--- src/rtl/bdi_pkg.sv ---
package bdi_pkg;
  localparam int unsigned DEF_DATA_W = 64;
  localparam int unsigned DEF_GRP_W  = 16;

  // A group flips when strictly more than half of its lines would be low.
  function automatic int unsigned flip_threshold(int unsigned grp_w);
    return grp_w / 2 + 1;
  endfunction
endpackage

--- src/rtl/bdi_grp_enc.sv ---
module bdi_grp_enc #(
  parameter int unsigned W = 16
) (
  input  logic [W-1:0] dat_i,   // logical bits
  output logic [W-1:0] lines_o, // electrical levels
  output logic         flag_o   // electrical flag, 0 = inverted
);
  localparam int unsigned CW  = $clog2(W + 1);
  localparam int unsigned THR = bdi_pkg::flip_threshold(W);

  logic [CW-1:0] ones;
  logic          flip;

  always_comb begin
    ones = '0;
    for (int i = 0; i < int'(W); i++) ones = ones + CW'(dat_i[i]);
  end

  assign flip    = (ones >= CW'(THR));
  // Plain group: each logical 1 is a low line. Flipped group: levels follow data.
  assign lines_o = flip ? dat_i : ~dat_i;
  assign flag_o  = ~flip;
endmodule

--- src/rtl/bdi_grp_dec.sv ---
module bdi_grp_dec #(
  parameter int unsigned W = 16
) (
  input  logic [W-1:0] lines_i, // electrical levels
  input  logic         flag_i,  // electrical flag, 0 = inverted
  output logic [W-1:0] dat_o    // logical bits
);
  assign dat_o = flag_i ? ~lines_i : lines_i;
endmodule

--- src/rtl/bdi_stage.sv ---
module bdi_stage #(
  parameter int unsigned W    = 8,
  parameter logic [W-1:0] IDLE = '0
) (
  input  logic         clk,
  input  logic         rst,
  input  logic         in_valid,
  output logic         in_ready,
  input  logic [W-1:0] in_data,
  output logic         out_valid,
  input  logic         out_ready,
  output logic [W-1:0] out_data
);
  assign in_ready = !out_valid || out_ready;

  always_ff @(posedge clk) begin
    if (rst) begin
      out_valid <= 1'b0;
      out_data  <= IDLE;
    end else if (in_ready) begin
      out_valid <= in_valid;
      out_data  <= in_valid ? in_data : IDLE;
    end
  end

  // a stalled beat stays put
  a_r8_hold_under_stall: assert property (@(posedge clk) disable iff (rst)
    (out_valid && !out_ready) |=> (out_valid && $stable(out_data)));

  // an empty stage presents its idle level
  a_r9_bubble_idle: assert property (@(posedge clk) disable iff (rst)
    !out_valid |-> (out_data == IDLE));
endmodule

--- src/rtl/bdi_codec.sv ---
module bdi_codec #(
  parameter int unsigned DATA_W = bdi_pkg::DEF_DATA_W,
  parameter int unsigned GRP_W  = bdi_pkg::DEF_GRP_W
) (
  input  logic              clk,
  input  logic              rst,
  input  logic              tx_valid_i,
  output logic              tx_ready_o,
  input  logic [DATA_W-1:0] tx_data_i,
  output logic              bus_valid_o,
  input  logic              bus_ready_i,
  output logic [DATA_W-1:0] bus_dat_o,
  output logic [DATA_W/GRP_W-1:0] bus_flg_o,
  input  logic              bus_valid_i,
  output logic              bus_ready_o,
  input  logic [DATA_W-1:0] bus_dat_i,
  input  logic [DATA_W/GRP_W-1:0] bus_flg_i,
  output logic              rx_valid_o,
  input  logic              rx_ready_i,
  output logic [DATA_W-1:0] rx_data_o
);
  localparam int unsigned N_GRP = DATA_W / GRP_W;
  localparam int unsigned TX_W  = DATA_W + N_GRP;
  localparam int unsigned HALF  = GRP_W / 2;

  logic [DATA_W-1:0] enc_lines;
  logic [N_GRP-1:0]  enc_flags;
  logic [DATA_W-1:0] dec_data;
  logic [TX_W-1:0]   tx_word;

  for (genvar g = 0; g < int'(N_GRP); g++) begin : g_grp
    bdi_grp_enc #(.W(GRP_W)) u_enc (
      .dat_i  (tx_data_i[g*GRP_W +: GRP_W]),
      .lines_o(enc_lines[g*GRP_W +: GRP_W]),
      .flag_o (enc_flags[g])
    );
    bdi_grp_dec #(.W(GRP_W)) u_dec (
      .lines_i(bus_dat_i[g*GRP_W +: GRP_W]),
      .flag_i (bus_flg_i[g]),
      .dat_o  (dec_data[g*GRP_W +: GRP_W])
    );

    // driven-low lines per group never exceed half
    a_r4_lows_cap: assert property (@(posedge clk) disable iff (rst)
      $countones(~bus_dat_o[g*GRP_W +: GRP_W]) <= int'(HALF));

    // a flipped group came from a majority, so few lows remain
    a_r3_flip_strict: assert property (@(posedge clk) disable iff (rst)
      !bus_flg_o[g] |-> ($countones(~bus_dat_o[g*GRP_W +: GRP_W]) < int'(HALF)));
  end

  bdi_stage #(.W(TX_W), .IDLE('1)) u_tx_stage (
    .clk      (clk),
    .rst      (rst),
    .in_valid (tx_valid_i),
    .in_ready (tx_ready_o),
    .in_data  ({enc_flags, enc_lines}),
    .out_valid(bus_valid_o),
    .out_ready(bus_ready_i),
    .out_data (tx_word)
  );

  assign bus_dat_o = tx_word[DATA_W-1:0];
  assign bus_flg_o = tx_word[TX_W-1:DATA_W];

  bdi_stage #(.W(DATA_W), .IDLE('0)) u_rx_stage (
    .clk      (clk),
    .rst      (rst),
    .in_valid (bus_valid_i),
    .in_ready (bus_ready_o),
    .in_data  (dec_data),
    .out_valid(rx_valid_o),
    .out_ready(rx_ready_i),
    .out_data (rx_data_o)
  );

  // an accepted beat is presented on the next cycle
  a_r7_tx_latency: assert property (@(posedge clk) disable iff (rst)
    (tx_valid_i && tx_ready_o) |=> bus_valid_o);
  a_r7_rx_latency: assert property (@(posedge clk) disable iff (rst)
    (bus_valid_i && bus_ready_o) |=> rx_valid_o);
endmodule

--- config.mk ---
export PLATFORM = sky130hd
export DESIGN_NAME = bdi_codec
export DESIGN_NICKNAME = d
export VERILOG_FILES = /design/src/rtl/bdi_pkg.sv /design/src/rtl/bdi_grp_enc.sv /design/src/rtl/bdi_grp_dec.sv /design/src/rtl/bdi_stage.sv /design/src/rtl/bdi_codec.sv
export SDC_FILE = /design/constraint.sdc
export NUM_CORES = 1
export LEC_CHECK = 0
export ABC_AREA = 1
export ABC_CLOCK_PERIOD_IN_PS = 5590
export BUFFER_PORTS_ARGS = -buffer_cell sky130_fd_sc_hd__buf_2
export CORE_ASPECT_RATIO = 0.9
export CORE_MARGIN = 2
export CORE_UTILIZATION = 45
export CTS_BUF_LIST = sky130_fd_sc_hd__clkbuf_8
export DETAILED_ROUTE_END_ITERATION = 8
export GPL_TIMING_DRIVEN = 1
export PLACE_DENSITY_LB_ADDON = 0.08
export SYNTH_ARGS = -nofsm -noshare
export SYNTH_HDL_FRONTEND = slang
export SYNTH_SLANG_ARGS = --single-unit
--- constraint.sdc ---
create_clock -name clk -period 5.59 [get_ports clk]
set_input_delay 1.118 -clock clk [delete_from_list [all_inputs] [get_ports clk]]
set_output_delay 1.118 -clock clk [all_outputs]
set_load 0.005 [all_outputs]
==> reports/metrics.csv <==
stage,metric,value,unit
sta,setup_viol,0,
worst_setup_path,crit_start,tx_data_i[16],
power_and_ir_drop,p_per_area,396,nW/µm²
placement,port_buffers,273,
clock_network,ctsResizeCount,0,
clock_network,numCtsBuffers,17,
power_and_ir_drop,p_leak,5.08,nW
clock_network,clockBufferDepth,2,
synth,async_flop_share,0,%
hold_path,hp-start,u_rx_stage.out_data[3],
global_routing,use_met1,26.9,%
global_routing,grt_use_total,22.3,%
clock_network,clk_latency,440,ps
clock_network,root_buffer,clkbuf_8,
clock_network,path_clk_slew,80,ps
global_routing,grt_pass1_wl,35100,µm
worst_setup_path,worstSetupEndpointType,register,
clock_network,ctsHoldBuffers,0,
global_routing,grt_pass1_vias,7049,
worst_setup_path,cp_cell_sequence,buf_2 -> ha_1 -> inv_1 -> fa_1 -> fa_1 -> fa_1 -> fa_1 -> fa_1 -> inv_1 -> fa_1 -> nor2_1 -> o21ai_1 -> nand3_4 -> nand2_4 -> nand2_1 -> nand3_1 -> nand2_1 -> nand2_1,
global_routing,use_met2,38.1,%
synth,synth_cell_types,28,
synth,syn_nets,1280,
global_routing,antenna_found_initial,0,
detailed_routing,drt_pass1_iterations,4,
global_routing,grt_overflow_total,0,
worst_setup_path,cp-start-kind,primary input,
worst_setup_path,crit_arrival,5240,ps
worst_setup_path,path_max_fanout,17,
detailed_routing,wl_per_cell,13.3,µm
clock_network,cts_tree,built,
placement,pre_cts_ws,183,ps
sta,fin_worst_skew,14.9,ps
hold_path,hold_path_class,reg -> reg,
floorplanning,io_pins,274,
worst_setup_path,crit_family,adder cells,
sta,finalHoldViolations,0,
synth,avgSynthCellArea,7.57,µm²
placement,gp_congestion,0.805,
sta,fmax,203,MHz
worst_setup_path,r2r_start,u_tx_stage.out_valid,
clock_network,post-cts-setup-buffers,0,
flow_run,cap_violations,0,
detailed_routing,drt_iter0_drc,332,
final_layout,layout-drive-gt1-share,33.2,%
sta,worst_pin_slew,1040,ps
detailed_routing,drc,0,
worst_setup_path,required,5910,ps
sta,fin_ws,668,ps
synth,synthesis.area,8190,µm²
floorplanning,core_area,17700,µm²
final_layout,antenna_cells,0,
sta,period_share,88.0,%
clock_network,cts_max_level,4,
final_layout,final_nets,1524,
detailed_routing,viasPerCell,4.61,
placement,hpwl,15700,µm
worst_setup_path,reg2reg_setup_slack,3470,ps
worst_setup_path,critical-path-max-stage-delay,530,ps
global_routing,grt.busiest_layer,met2,
floorplanning,die_x,146,µm
synth,synth_seq_cells,134,
sta,tns,0,ps
sta,slew_headroom,30.5,%
synth,syn-instance-count,1082,
worst_setup_path,crit_path_frequent_cell,fa_1,
sta,rsz0062_at_grt,no,
power_and_ir_drop,ir_worst_vdd,0.208,mV
synth,synth_top_flop_cell,dfxtp_1,
synth,ys_seq_area_share,32.8,%
sta,period_minus_slack,4920,ps
worst_setup_path,crit_path_top_delay_cell,fa_1,
floorplanning,start_util,46.2,%
floorplanning,design.die.area,19300,µm²
clock_network,cts_sinks,134,
detailed_routing,wirelength,21100,µm
synth,ys_warn_count,0,
outcome,outcome,"finished, final reports clean",
sta,drv_slew,0,
floorplanning,die_h,132,µm
detailed_routing,antenna_left,0,
floorplanning,rows,46,
detailed_routing,vias,7273,
final_layout,area_growth,22.5,%
worst_setup_path,critPathKind,in -> reg,
global_routing,grt_max_degree,70,
worst_setup_path,cp_num_buf_inv,3,
global_routing,grt_use_met3,7.72,%
synth,synth_edf_count,0,
layer usage:
metal,wire length [µm],up-vias
li1,-,3814
met1,9040,3251
met2,10100,192
met3,1630,16
met4,279,0
met5,0,-
power breakdown:
part | switching (W) | leakage (nW) | internal, W
registers | 0.0000644 | 1.10 | 0.00111
clock network | 0.000416 | 0.188 | 0.000366
logic | 0.00124 | 3.79 | 0.000774
sequential cells by signal (all words and copies together) (netlist names):
name                  count
u_tx_stage.out_valid      1
u_rx_stage.out_data      64
u_tx_stage.out_data      68
u_rx_stage.out_valid      1
cell usage in the layout, fill, tap and decap left out, types with 20 or more instances in the layout:
cell / netlist / layout
buf_2: 22 / 273
nand3_1: 112 / 112
or2_2: 64 / 64
ha_1: 20 / 20
nand2_2: 23 / 23
xor2_1: 64 / 64
nand3_2: 21 / 21
inv_1: 112 / 113
fa_1: 40 / 40
a21oi_1: 67 / 67
nand2_1: 323 / 323
dfxtp_1: 134 / 134
cells in the mapped netlist, types with 4 or more instances:
| master | n | area (µm²) |
|---|---|---|
| nand3_1 | 112 | 561 |
| buf_2 | 22 | 110 |
| fa_1 | 40 | 801 |
| nand3_2 | 21 | 210 |
| nand2_2 | 23 | 144 |
| nand2_1 | 323 | 1210 |
| nand3_4 | 4 | 70.1 |
| or2_2 | 64 | 400 |
| nand2_4 | 4 | 45.0 |
| o21ai_1 | 4 | 20.0 |
| clkbuf_1 | 26 | 97.6 |
| nor2_1 | 14 | 52.6 |
| xor2_1 | 64 | 561 |
| dfxtp_1 | 134 | 2680 |
| o21ai_0 | 4 | 20.0 |
| ha_1 | 20 | 250 |
| buf_4 | 6 | 45.0 |
| a21oi_1 | 67 | 335 |
| inv_1 | 112 | 420 |
worst min-delay path, cell delays in order, from the launching register on:
cell,delay (ps)
dfxtp_1,310
nand2_1,60
a21oi_1,50
cells by family after synthesis:
family,synth area share (%)
xor+xnor,6.85
simple gates,33.3
fa+ha+maj,12.8
flops,32.8
compound gates,5.11
buf+inv,9.14
worst paths after layout:
check                            end  cells after the start
max          u_tx_stage.out_data[16]                     18
min           u_rx_stage.out_data[3]                      2
max reg2reg  u_tx_stage.out_data[63]                      7
min reg2reg   u_rx_stage.out_data[3]                      2
area by class of cell:
cell class              instances  area, µm²
fillers                      1842       7700
multi-input cells             772       4770
flip-flops and latches        134       2680
repair buffers                286       1460
inverters                     115        432
well taps                     240        300
clock buffers                  18        248
clock inverters                14        124
per-stage QoR:
stage	std cells	hold WS (ps)	util [%]	total power [W]	area, µm²
after floorplan	1082	460	-	0.00280	8190
after global placement	1547	449	54.5	0.00321	9650
after detailed placement	1547	455	54.5	0.00324	9650
after CTS	1579	468	56.6	0.00404	10000
after global routing	1579	482	56.6	0.00438	10000
final	1579	464	56.6	0.00397	10000
Note: power is estimated with default switching activity, not from simulation.
